==> src/rtl/an_validator_pkg.sv <==
package an_validator_pkg;
  localparam int ACK_BIT = 14;

  typedef enum logic [1:0] {
    VERDICT_IDLE,
    VERDICT_ACCEPT,
    VERDICT_RETRY,
    VERDICT_GIVE_UP
  } verdict_e;
endpackage

==> src/rtl/an_arm.sv <==
// Permits one check per rising of the complete indication.
module an_arm (
  input  logic clk_i,
  input  logic rst_ni,
  input  logic complete_i,
  input  logic consume_i,
  output logic armed_o
);
  logic armed_q;

  always_ff @(posedge clk_i or negedge rst_ni) begin
    if (!rst_ni)         armed_q <= 1'b1;
    else if (!complete_i) armed_q <= 1'b1;
    else if (consume_i)   armed_q <= 1'b0;
  end

  assign armed_o = armed_q;
endmodule

==> src/rtl/an_classify.sv <==
module an_classify #(
  parameter int WORD_W = 16
) (
  input  logic [WORD_W-1:0] ability_i,
  input  logic              capable_i,
  input  logic              lp_valid_i,
  output logic              bad_flag_o,
  output logic              bad_ack_o,
  output logic              invalid_o
);
  import an_validator_pkg::*;

  // Late failure: the data looks plausible but the internal flag disagrees.
  assign bad_flag_o = !lp_valid_i;
  // Early failure: the partner negotiates but never acknowledged our page.
  assign bad_ack_o  = capable_i && !ability_i[ACK_BIT];
  assign invalid_o  = bad_flag_o || bad_ack_o;
endmodule

==> src/rtl/an_retry_ctrl.sv <==
module an_retry_ctrl #(
  parameter int MAX_RETRY = 6,
  parameter int CNT_W     = $clog2(MAX_RETRY + 1)
) (
  input  logic             clk_i,
  input  logic             rst_ni,
  input  logic             enable_i,
  input  logic             check_i,
  input  logic             invalid_i,
  output logic             restart_o,
  output logic             accept_o,
  output logic [CNT_W-1:0] cnt_o,
  output logic             fail_o
);
  import an_validator_pkg::*;

  localparam logic [CNT_W-1:0] CNT_MAX = CNT_W'(MAX_RETRY);

  verdict_e         verdict;
  logic [CNT_W-1:0] cnt_q;
  logic             fail_q, restart_q, accept_q;

  always_comb begin
    verdict = VERDICT_IDLE;
    if (check_i) begin
      if (!invalid_i)          verdict = VERDICT_ACCEPT;
      else if (cnt_q < CNT_MAX) verdict = VERDICT_RETRY;
      else                     verdict = VERDICT_GIVE_UP;
    end
  end

  always_ff @(posedge clk_i or negedge rst_ni) begin
    if (!rst_ni) begin
      cnt_q     <= '0;
      fail_q    <= 1'b0;
      restart_q <= 1'b0;
      accept_q  <= 1'b0;
    end else begin
      restart_q <= (verdict == VERDICT_RETRY);
      accept_q  <= (verdict == VERDICT_ACCEPT);
      if (!enable_i) begin
        cnt_q  <= '0;
        fail_q <= 1'b0;
      end else begin
        unique case (verdict)
          VERDICT_ACCEPT:  cnt_q  <= '0;
          VERDICT_RETRY:   cnt_q  <= cnt_q + 1'b1;
          VERDICT_GIVE_UP: fail_q <= 1'b1;
          default: ;
        endcase
      end
    end
  end

  assign restart_o = restart_q;
  assign accept_o  = accept_q;
  assign cnt_o     = cnt_q;
  assign fail_o    = fail_q;
endmodule

==> src/rtl/an_validator.sv <==
module an_validator #(
  parameter int WORD_W    = 16,
  parameter int MAX_RETRY = 6,
  localparam int CNT_W    = $clog2(MAX_RETRY + 1)
) (
  input  logic              clk_i,
  input  logic              rst_ni,
  input  logic              an_enable_i,
  input  logic              an_complete_i,
  input  logic [WORD_W-1:0] lp_ability_i,
  input  logic              lp_an_capable_i,
  input  logic              lp_valid_i,
  output logic              restart_o,
  output logic              result_valid_o,
  output logic [WORD_W-1:0] ability_o,
  output logic [CNT_W-1:0]  retry_cnt_o,
  output logic              fail_o
);
  logic armed, check, invalid, bad_flag, bad_ack, accept;
  logic [WORD_W-1:0] ability_q;

  an_arm u_arm (
    .clk_i      (clk_i),
    .rst_ni     (rst_ni),
    .complete_i (an_complete_i),
    .consume_i  (check),
    .armed_o    (armed)
  );

  assign check = an_enable_i && an_complete_i && armed && !fail_o;

  an_classify #(.WORD_W(WORD_W)) u_classify (
    .ability_i  (lp_ability_i),
    .capable_i  (lp_an_capable_i),
    .lp_valid_i (lp_valid_i),
    .bad_flag_o (bad_flag),
    .bad_ack_o  (bad_ack),
    .invalid_o  (invalid)
  );

  an_retry_ctrl #(.MAX_RETRY(MAX_RETRY), .CNT_W(CNT_W)) u_retry (
    .clk_i     (clk_i),
    .rst_ni    (rst_ni),
    .enable_i  (an_enable_i),
    .check_i   (check),
    .invalid_i (invalid),
    .restart_o (restart_o),
    .accept_o  (accept),
    .cnt_o     (retry_cnt_o),
    .fail_o    (fail_o)
  );

  always_ff @(posedge clk_i or negedge rst_ni) begin
    if (!rst_ni)                 ability_q <= '0;
    else if (check && !invalid)  ability_q <= lp_ability_i;
  end

  assign result_valid_o = accept;
  assign ability_o      = ability_q;
endmodule

==> config.mk <==
export PLATFORM = sky130hd
export DESIGN_NAME = an_validator
export DESIGN_NICKNAME = d
export VERILOG_FILES = /design/src/rtl/an_validator_pkg.sv /design/src/rtl/an_arm.sv /design/src/rtl/an_classify.sv /design/src/rtl/an_retry_ctrl.sv /design/src/rtl/an_validator.sv
export SDC_FILE = /design/constraint.sdc
export NUM_CORES = 1
export LEC_CHECK = 0
export BUFFER_PORTS_ARGS = -buffer_cell sky130_fd_sc_hd__buf_4
export CELL_PAD_IN_SITES_DETAIL_PLACEMENT = 1
export CELL_PAD_IN_SITES_GLOBAL_PLACEMENT = 1
export CORE_MARGIN = 2
export CORE_UTILIZATION = 38
export DETAILED_ROUTE_END_ITERATION = 6
export PLACE_DENSITY_LB_ADDON = 0.1
export SLEW_MARGIN = 10
export SYNTH_ARGS = -nofsm -noshare
export SYNTH_HDL_FRONTEND = slang
export SYNTH_SLANG_ARGS = --single-unit
==> constraint.sdc <==
create_clock -name clk_i -period 3.5 [get_ports clk_i]
set_input_delay 0.35 -clock clk_i [delete_from_list [all_inputs] [get_ports clk_i]]
set_output_delay 0.35 -clock clk_i [all_outputs]
set_load 0.005 [all_outputs]
# [Yosys cells after proc, flatten, opt, wreduce, memory -nomap -nowiden]
# Cells that the tools add are included.
# W data, S select, Z words.
[word_totals] register_bits=23 latch_bits=0 ramBits=0 mem_bits_ro=0 output_inout_bits=22 wordCells=33 mem_count=0
[op_classes] add_sub_neg=1 mul=0 div=0 magnitude_cmp=1 eq_ne=6 shift=0 mux=9 bitwise_logic=0 reduce_logical=10
[ops] operator="$pmux W3 S2" n=1
[ops] operator="$logic_and A1 B1 Y1" n=5
[ops] operator="$mux W1" n=5
[ops] operator="$eq A2 B2 Y1 const B" n=2
[ops] operator="$logic_not A1 Y1" n=4
[ops] operator="$mux W2" n=2
[ops] operator="$ne A2 B1 Y1 const B" n=2
[ops] operator="$add A3 B1 Y3 const B" n=1
[ops] operator="$lt A3 B3 Y1 const B" n=1
[ops] operator="$mux W3" n=1
[ops] operator="$ne A3 B1 Y1 const B" n=1
[ops] operator="$eq A2 B1 Y1 const B" n=1
[ops] operator="$logic_or A1 B1 Y1" n=1

# [Logic depth before layout (Yosys ltp)]
# Gate-level depths: netlist (run 1).
[depth] word_depth=8 mapped_depth=5

# [Hierarchy]
# Synthesis (run 1) repeated with hierarchy kept, for this count alone.
[unflattened] hier_cells=66 area_unflattened_um2=1017.2
[by_module_without_submodules] mod="an_validator" instances=1 cells_each=36 area_per_inst_um2=673.1 seq_area_each_um2=400.4
[by_module_without_submodules] mod="an_retry_ctrl" instances=1 cells_each=24 area_per_inst_um2=274.0 seq_area_each_um2=150.1
[by_module_without_submodules] mod="an_arm" instances=1 cells_each=3 area_per_inst_um2=38.8 seq_area_each_um2=26.3
[by_module_without_submodules] mod="an_classify" instances=1 cells_each=3 area_per_inst_um2=31.3 seq_area_each_um2=0.0

# [Least setup slack after synthesis (run 1)]
# No wires, ideal clock.
[synth_path] path_type="register to register" from="register u_arm.armed_q, in the netlist u_arm.armed_o" to="register ability_q[0], in the netlist ability_o[0]" arrival_time_ns=1.325 required_ns=3.375 path_slack_ns=2.050 stages_incl_launch_ff=6 n_path_buf=1 period_less_slack_ns=1.450 path_cell_list="dfstp_2 > nand2_1 > nor3_4 > nand3_4 > buf_6 > mux2_4"
[synth_between] elab_chain_len=3
[synth_rtl] item="start, declared" line="an_arm.sv:9" text="logic armed_q;"
[synth_rtl] item="start signal, assigned" line="an_arm.sv:12" text="if (!rst_ni) armed_q <= 1'b1;"
[synth_rtl] item="start signal, assigned" line="an_arm.sv:13" text="else if (!complete_i) armed_q <= 1'b1;"
[synth_rtl] item="start signal, assigned" line="an_arm.sv:14" text="else if (consume_i) armed_q <= 1'b0;"
[synth_rtl] item="$logic_and A1 B1 Y1 (2 in series)" line="an_validator.sv:30" text="assign check = an_enable_i && an_complete_i && armed && !fail_o;"
[synth_rtl] item="$logic_and A1 B1 Y1" line="an_validator.sv:55" text="else if (check && !invalid) ability_q <= lp_ability_i;"
[synth_rtl] item="end signal, assigned" line="an_validator.sv:55"
[synth_rtl] item="end, declared" line="an_validator.sv:20" text="logic [WORD_W-1:0] ability_q;"
# No other way between the ends.
# A chain may end at the register's enable or synchronous reset.

# [Final worst setup path (run 1)]
[layout_path] from="register u_arm.armed_q, in the netlist u_arm.armed_o" to="register ability_q[2], in the netlist ability_o[2]"
# Same word-level chain as after synthesis.

==> qor.txt, run 1 <==
CLOCK TREE
----------------------------------------------------------------------------------------
Clock transition at the registers of the reported paths                          0.13 ns
Gates resized, CTS repair                                                              0
Clock Sink Count                                                                      23
CTS root buf                                                                    clkbuf_4
Max Buffers Root-to-Sink                                                               2
H-tree levels                                                                          1
Number of buffers inserted during clock tree synthesis                                 3
Latest clock arrival within the worst-skew pair                                  0.30 ns
TritonCTS clock tree                                                                done

SYNTHESIS
----------------------------------------------------------------------------------------
Cell count after synthesis                                                            69
Post-synthesis register bit count                                                     23
Top_reg_cell synth                                                               dfrtp_1
Avg Synthesized Cell Area                                                       14.3 µm²
Post-synthesis cell area                                                         983 µm²
Syn_nets                                                                              92
Fraction of synthesis flops using an asynchronous set or reset pin                  100%
Most common library cells after synthesis                                   dfrtp_1 (22), mux2_4 (9), mux2_2 (7), nand2_1 (7)
Most instantiated library cell after synthesis                                   dfrtp_1
Top cell type by total area after synthesis                                      dfrtp_1
Number of flops mapped to enable cells by yosys                                        0
Count of cell types in the netlist                                                    21
Yosys warning count                                                                    0
Fraction of synthesized cell area taken by the top area cell type                  56.0%
Area contributors post-synth                                                dfrtp_1 (56%), mux2_4 (14%), mux2_2 (8.0%), dfstp_2 (2.7%), nand2_1 (2.7%)
Sequential area share after synthesis                                              58.7%

TIMING
----------------------------------------------------------------------------------------
Final hold violation count                                                             0
Hold Slack                                                                      0.169 ns
Clock period minus worst slack                                                   1.57 ns
Achievable clock frequency                                                     0.636 GHz
Setup TNS Final                                                                     0 ns
Final count of pins violating max slew                                                 0
Endpoints failing setup                                                                0
Max-slew headroom                                                                  78.3%
Slew at the pin closest to its max-slew limit                                   0.325 ns
Setup repair after global routing missed its margin                                false
Fraction of the cycle the final worst path needs                                   44.9%
Maximum clock skew at final layout                                            0.00227 ns

GLOBAL ROUTE
----------------------------------------------------------------------------------------
Via count of the first global-routing pass                                           752
Antenna violations before repair                                                       0
M3 GR Usage                                                                        3.01%
Routing layer with the top usage in global route                                    met2
Global routing met2 resource utilization                                           29.8%
Total overflow reported by the global router                                           0
First-pass GRT wire length                                                       3420 µm
Met1 layer usage reported by global route                                          19.1%
Pin count of the biggest net entering global routing                                  24
GRT Overall Usage                                                                  16.5%

CELLS AND AREA
----------------------------------------------------------------------------------------
Sequential cell area                                                             577 µm²
Syn-to-layout area delta                                                           39.3%
Final net count                                                                      140
Fill cell total of the finished layout                                               274
Multi-input gate area in the final layout                                        388 µm²
ANT cells                                                                              0
Share of the core filled with cells in the final layout                            55.8%
Fraction of layout cells with a size suffix above 1                                57.8%

DIE
----------------------------------------------------------------------------------------
Cell Rows                                                                             18
Horiz. Die Dim                                                                   54.9 µm
Die area                                                                     0.00301 mm²
Vert. Die Dim                                                                    54.9 µm
Initial Util                                                                       40.1%
I/O pins                                                                              44
Core area                                                                    0.00245 mm²

CRITICAL PATH
----------------------------------------------------------------------------------------
Standard cell with the maximum stage delay on the critical path                  dfstp_2
Top cell family by delay on the critical path                                 flip-flops
Required @ worst endpoint                                                        3.70 ns
Depth of the worst register-to-register path                                           4
Slowest cell delay on critical path                                              0.56 ns
Setup CP Type                                                                 reg -> reg
Maximum fanout along the worst path                                                   17
Crit Reg-Reg Startpoint                                                     u_arm.armed_o$_DFFE_PN1P_
Ordered cell list for the critical path                                     nand2_1 -> nor3_4 -> nand3_4 -> mux2_4
Element type at the critical path start                                         register
Worst-case register-to-register setup slack                                      1.93 ns
Worst path arrival time                                                          1.77 ns
Destination of the worst register-to-register timing path                   ability_o[2]$_DFFE_PN0P_
Endpoint type of the worst setup path                                           register
Buffering stage count on the worst path with inverters included                        0

ROUTE
----------------------------------------------------------------------------------------
Vias per inst                                                                       4.88
Vias after detailed routing                                                          713
Number of DRC markers after the initial detailed-route iteration                       4
Per-cell routed wire length                                                      15.4 µm
# DRC                                                                                  0
Total length of routed wires                                                     2250 µm
Remaining antenna violation count                                                      0
First drt pass iteration count                                                         2

POWER AND IR DROP
----------------------------------------------------------------------------------------
Ratio of total power to cell area                                             472 mW/mm²
Worst VDD drop                                                                0.000235 V
Static leakage                                                                  0.707 nW
Post-layout power                                                               0.647 mW

WORST HOLD PATH
----------------------------------------------------------------------------------------
Endpoint with the worst hold slack                                          u_arm.armed_o$_DFFE_PN1P_
WHS Path Cells                                                                         2
Kind of path behind the tightest hold check                                    in -> reg
Start point of the worst min-delay path                                     an_complete_i

PLACE
----------------------------------------------------------------------------------------
Total half-perimeter wirelength after legalization and detailed placement        1730 µm
Final weighted congestion in routability-driven placement                          0.728
# port buffers                                                                        43

RUN STATUS
----------------------------------------------------------------------------------------
Outcome                                                                        completed

FLOW RUN
----------------------------------------------------------------------------------------
Number of max-cap violations                                                           0

worst max-delay path by stage:
stage | from | endpoint | slack (ns) | cells after the start
2_1_floorplan | u_arm.armed_o$_DFFE_PN1P_ | ability_o[0]$_DFFE_PN0P_ | 2.05 | 5
3_5_place_dp | u_arm.armed_o$_DFFE_PN1P_ | ability_o[3]$_DFFE_PN0P_ | 1.93 | 4
5_1_grt | u_arm.armed_o$_DFFE_PN1P_ | ability_o[2]$_DFFE_PN0P_ | 1.83 | 4
4_1_cts | u_arm.armed_o$_DFFE_PN1P_ | ability_o[2]$_DFFE_PN0P_ | 1.91 | 4
6_report | u_arm.armed_o$_DFFE_PN1P_ | ability_o[2]$_DFFE_PN0P_ | 1.93 | 4
3_3_place_gp | u_arm.armed_o$_DFFE_PN1P_ | ability_o[5]$_DFFE_PN0P_ | 1.99 | 4
kinds of logic after synthesis:
kind of cell	count (synthesis)	synth area share, %
compound gates	12	7.00
fa+ha+maj	1	1.27
buf+inv	3	1.91
flops	23	58.7
mux	16	21.8
simple gates	14	9.42
flip-flops by register name (all words and copies together), names as in the netlist:
name,count
u_retry.fail_o,1
u_retry.cnt_o,3
u_retry.accept_o,1
u_arm.armed_o,1
ability_o,16
u_retry.restart_o,1
routing by layer:
layer | vias up | share of wire [%]
met3 | 2 | 6.2
met4 | 0 | 0.84
met5 | - | 0
met1 | 348 | 43
met2 | 24 | 50
li1 | 339 | -
final cells by class:
| class | count | area share, % |
|---|---|---|
| Timing Repair Buffer | 44 | 24.3 |
| Sequential cell | 23 | 42.1 |
| Inverter | 2 | 0.548 |
| Multi-Input combinational cell | 43 | 28.3 |
| Clock buffer | 3 | 1.64 |
| Tap cell | 30 | 2.74 |
| Clock inverter | 1 | 0.365 |
layout by cell type (no fill, tap or decap):
| cell | netlist | final |
|---|---|---|
| buf_4 | 0 | 43 |
| dfrtp_1 | 22 | 22 |
| mux2_4 | 9 | 9 |
| nand2_1 | 7 | 7 |
| mux2_2 | 7 | 7 |
| a21oi_1 | 4 | 4 |
| o21ai_0 | 4 | 4 |
| clkbuf_4 | 0 | 3 |
| a31oi_1 | 2 | 2 |
| nand2b_1 | 1 | 1 |
| nand4b_1 | 1 | 1 |
| a21boi_1 | 1 | 1 |
| inv_2 | 1 | 1 |
| nor3_4 | 1 | 1 |
| nand3_4 | 1 | 1 |
| inv_1 | 1 | 1 |
| nor2b_1 | 1 | 1 |
| nor3b_1 | 1 | 1 |
| o2bb2ai_1 | 1 | 1 |
| nor2_1 | 1 | 1 |
| ha_1 | 1 | 1 |
| clkinv_2 | 0 | 1 |
| dlygate4sd3_1 | 0 | 1 |
| dfstp_2 | 1 | 1 |
power by group:
group | total (mW) | switching [mW] | internal, mW
clock | 0.120 | 0.0779 | 0.0425
combinational | 0.181 | 0.0556 | 0.125
sequential | 0.345 | 0.0299 | 0.315
stage by stage:
step / instance area (µm²) / setup WS (ns) / std cells
finish: 1370 / 1.93 / 146
global route: 1370 / 1.83 / 146
CTS: 1370 / 1.91 / 146
detailed placement: 1330 / 1.93 / 141
global placement: 1330 / 1.99 / 141
floorplan: 983 / 2.05 / 69
what timing repair did:
item / in CTS / in global routing
hold buffers: 1 / 0
endpoints found under the hold margin: 22 / 0
endpoints found under the setup margin: 0 / 0
buffers inserted: 0 / 0
Power figures use the tool's default switching activity.
==> run 2, diff against run 1 <==
Settings changed: ABC_AREA set to 1, CORE_UTILIZATION 38 to 32.
Clock period 3.5 ns to 1.6 ns, I/O delays scaled along.
==> qor.txt, run 2 <==
POWER AND IR DROP
----------------------------------------------------------------------------------------
Worst VDD drop                                                                0.000765 V   was 0.000235 V
Switching power                                                                 0.364 mW   was 0.163 mW
Combinational share of power                                                       24.3%   was 28.0%
Switching power share of the total                                                 27.3%   was 25.3%
Clock group share of total power                                                   20.5%   was 18.6%
Static leakage                                                                  0.769 nW   was 0.707 nW
Ratio of total power to cell area                                             999 mW/mm²   was 472 mW/mm²
Share of total power in sequential cells                                           55.2%   was 53.4%
P_int                                                                           0.967 mW   was 0.483 mW

SYNTHESIS
----------------------------------------------------------------------------------------
Number of flops mapped to enable cells by yosys                                        0   unchanged
Fraction of synthesized cell area taken by the top area cell type                  57.6%   was 56.0%
Count of cell types in the netlist                                                    20   was 21
Area contributors post-synth                                                dfrtp_1 (58%), nand2_1 (22%), dfstp_2 (2.7%), nand4_1 (2.0%), buf_8 (1.6%)   was dfrtp_1 (56%), mux2_4 (14%), mux2_2 (8.0%), dfstp_2 (2.7%), nand2_1 (2.7%)
Syn_nets                                                                             125   was 92
Cell count after synthesis                                                           102   was 69
Most common library cells after synthesis                                   nand2_1 (57), dfrtp_1 (22), inv_1 (4), nand4_1 (3)   was dfrtp_1 (22), mux2_4 (9), mux2_2 (7), nand2_1 (7)
Yosys warning count                                                                    0   unchanged
Most instantiated library cell after synthesis                                   nand2_1   was dfrtp_1
Fraction of synthesis flops using an asynchronous set or reset pin                  100%   unchanged
Avg Synthesized Cell Area                                                       9.37 µm²   was 14.3 µm²
Top cell type by total area after synthesis                                      dfrtp_1   unchanged
Top_reg_cell synth                                                               dfrtp_1   unchanged
Sequential area share after synthesis                                              60.3%   was 58.7%
Post-synthesis cell area                                                         956 µm²   was 983 µm²
Post-synthesis register bit count                                                     23   unchanged

DIE
----------------------------------------------------------------------------------------
Die area                                                                     0.00344 mm²   was 0.00301 mm²
Vert. Die Dim                                                                    58.7 µm   was 54.9 µm
Core area                                                                    0.00281 mm²   was 0.00245 mm²
Initial Util                                                                       34.1%   was 40.1%
I/O pins                                                                              44   unchanged
Cell Rows                                                                             19   was 18
Horiz. Die Dim                                                                   58.7 µm   was 54.9 µm

GLOBAL ROUTE
----------------------------------------------------------------------------------------
GRT Overall Usage                                                                  14.4%   was 16.5%
First-pass GRT wire length                                                       3750 µm   was 3420 µm
Via count of the first global-routing pass                                           845   was 752
Pin count of the biggest net entering global routing                                  24   unchanged
Total overflow reported by the global router                                           0   unchanged
Antenna violations before repair                                                       0   unchanged

WORST HOLD PATH
----------------------------------------------------------------------------------------
Start point of the worst min-delay path                                     lp_ability_i[12]   was an_complete_i
WHS Path Cells                                                                         3   was 2
Kind of path behind the tightest hold check                                    in -> reg   unchanged
Endpoint with the worst hold slack                                          ability_o[12]$_DFFE_PN0P_   was u_arm.armed_o$_DFFE_PN1P_

CRITICAL PATH
----------------------------------------------------------------------------------------
Element type at the critical path start                                         register   unchanged
Buffering stage count on the worst path with inverters included                        1   was 0
Slowest cell delay on critical path                                              0.55 ns   was 0.56 ns
Depth of the worst register-to-register path                                           6   was 4
Destination of the worst register-to-register timing path                   ability_o[10]$_DFFE_PN0P_   was ability_o[2]$_DFFE_PN0P_
Worst path arrival time                                                          1.63 ns   was 1.77 ns
Critical path launch point                                                  u_arm.armed_o$_DFFE_PN1P_   unchanged
Required @ worst endpoint                                                        1.86 ns   was 3.70 ns
Standard cell with the maximum stage delay on the critical path                  dfstp_2   unchanged
Maximum fanout along the worst path                                                   21   was 17
Crit Reg-Reg Startpoint                                                     u_arm.armed_o$_DFFE_PN1P_   unchanged
Endpoint type of the worst setup path                                           register   unchanged
Setup CP Type                                                                 reg -> reg   unchanged
Ordered cell list for the critical path                                     nand2_1 -> nor2_4 -> nand2_4 -> inv_6 -> nand2_1 -> nand2_1   was nand2_1 -> nor3_4 -> nand3_4 -> mux2_4
Most common cell type on the critical path                                       nand2_1
Worst-case register-to-register setup slack                                      0.24 ns   was 1.93 ns
Top cell family by delay on the critical path                               simple AND/OR/NAND/NOR gates   was flip-flops

CELLS AND AREA
----------------------------------------------------------------------------------------
Largest register FFs                                                                  16   unchanged
Final net count                                                                      172   was 140
Syn-to-layout area delta                                                           39.4%   was 39.3%
Post-route cell area                                                         0.00133 mm²   was 0.00137 mm²
Leading cell type in the layout, fill and taps excluded                          nand2_1   was buf_4
Leading cell types in the layout, fill and taps excluded                    nand2_1 (57), buf_4 (43), dfrtp_1 (22), inv_1 (4)   was buf_4 (43), dfrtp_1 (22), mux2_4 (9), nand2_1 (7), mux2_2 (7)
ANT cells                                                                              0   unchanged
Fraction of layout cells with a size suffix above 1                                35.1%   was 57.8%
Fill cell total of the finished layout                                               344   was 274

TIMING
----------------------------------------------------------------------------------------
Achievable clock frequency                                                     0.733 GHz   was 0.636 GHz
Setup TNS Final                                                                     0 ns   unchanged
Endpoints failing setup                                                                0   unchanged
Setup repair after global routing missed its margin                                false   unchanged
Final count of pins violating max slew                                                 0   unchanged
Maximum clock skew at final layout                                            0.00500 ns   was 0.00227 ns
Max-slew headroom                                                                  80.7%   was 78.3%
Worst-case setup margin in the final layout                                     0.235 ns   was 1.93 ns
Fraction of the cycle the final worst path needs                                   85.3%   was 44.9%
Final hold violation count                                                             0   unchanged
Slew at the pin closest to its max-slew limit                                   0.290 ns   was 0.325 ns
Clock period minus worst slack                                                   1.36 ns   was 1.57 ns

CLOCK TREE
----------------------------------------------------------------------------------------
Latest clock arrival within the worst-skew pair                                  0.31 ns   was 0.30 ns
Number of buffers inserted during clock tree synthesis                                 3   unchanged
Buffers inserted by post-CTS timing repair                                             0   unchanged
Number of buffers added to fix hold violations after cts                               2   was 1
Gates resized, CTS repair                                                              0   unchanged
Clock transition at the registers of the reported paths                          0.13 ns   about the same
H-tree levels                                                                          1   unchanged
Max Buffers Root-to-Sink                                                               2   unchanged
Clock Sink Count                                                                      23   unchanged
TritonCTS clock tree                                                                done   unchanged
CTS root buf                                                                    clkbuf_4   unchanged

FLOW RUN
----------------------------------------------------------------------------------------
Number of max-cap violations                                                           0   unchanged

ROUTE
----------------------------------------------------------------------------------------
First drt pass iteration count                                                         6   was 2
# DRC                                                                                  2   was 0
Vias per inst                                                                       4.58   was 4.88
Remaining antenna violation count                                                      0   unchanged
Per-cell routed wire length                                                      12.3 µm   was 15.4 µm
Number of DRC markers after the initial detailed-route iteration                      11   was 4
Vias after detailed routing                                                          820   was 713
Total length of routed wires                                                     2210 µm   was 2250 µm

PLACE
----------------------------------------------------------------------------------------
Total half-perimeter wirelength after legalization and detailed placement        1650 µm   was 1730 µm
# port buffers                                                                        43   unchanged
Setup WS pre-CTS                                                                0.268 ns   was 1.93 ns
Final weighted congestion in routability-driven placement                          0.690   was 0.728
Standard cell area after detailed placement                                  0.00129 mm²   was 0.00133 mm²

RUN STATUS
----------------------------------------------------------------------------------------
Outcome                                                                     complete, but fails checks   was completed
Violations in the final reports                                             design-rule violations

[run 2: cell types whose count changed in the layout (fill, tap and decap cells not counted), moves of 2 or more]
cell / delta
a21oi_1: -3
a31oi_1: -2
inv_1: +3
mux2_2: -7
mux2_4: -9
nand2_1: +50
nand4_1: +3
o21ai_0: -4
[run 2: worst max path at each step]
stage                                 to  slack [ns]  cells after the start
2_1_floorplan   ability_o[0]$_DFFE_PN0P_        0.39                      6
3_3_place_gp    ability_o[0]$_DFFE_PN0P_        0.30                      6
3_5_place_dp   ability_o[10]$_DFFE_PN0P_        0.27                      6
4_1_cts        ability_o[10]$_DFFE_PN0P_        0.21                      6
5_1_grt         ability_o[7]$_DFFE_PN0P_        0.13                      6
6_report       ability_o[10]$_DFFE_PN0P_        0.24                      6
[run 2: per-stage QoR]
step           instances  total power, mW  hold WS [ns]  util, %
6_report             179             1.33        0.0307     47.5
5_1_grt              179             1.41        0.0175     47.5
4_1_cts              179             1.35        0.0239     47.5
3_5_place_dp         173             1.07        0.0702     45.9
3_3_place_gp         173             1.06        0.0720     45.9
2_1_floorplan        102            0.849        -0.136        -
[run 2: final cells by class]
cell class | count | area [µm²] | area share (%)
Tap cell | 31 | 38.8 | 2.91
Multi-Input combinational cell | 71 | 324 | 24.3
Inverter | 5 | 23.8 | 1.78
Sequential cell | 23 | 577 | 43.3
Clock buffer | 4 | 26.3 | 1.97
Timing Repair Buffer | 45 | 343 | 25.7
[run 2: cell families (layout without fill, tap and decap cells)]
logic type | after synthesis | count (layout) | synth area share [%]
buf+inv | 8 | 54 | 5.76
xor+xnor | 1 | 1 | 0.916
compound gates | 3 | 3 | 1.83
flops | 23 | 23 | 60.3
simple gates | 66 | 66 | 29.8
fa+ha+maj | 1 | 1 | 1.31
[run 2: tightest hold or removal path, cell delays in order]
cell	delay [ns]
buf_4	0.08
nand2_1	0.04
nand2_1	0.04
[run 2: power groups by stage]
stage	combinational, mW	clock (mW)	sequential [mW]
floorplan	0.103	0	0.747
global placement	0.320	0	0.745
detailed placement	0.328	0	0.747
CTS	0.333	0.283	0.737
global route	0.365	0.301	0.747
finish	0.323	0.273	0.734
[run 2: metal layers]
metal  part of all wire (%)  track usage [%]  vias to the layer above
met2                     52             24.6                       28
met1                     41             18.2                      387
met3                    6.9             4.84                        2
li1                       -                -                      403
met4                   0.59             1.95                        0
met5                      0                0                        -
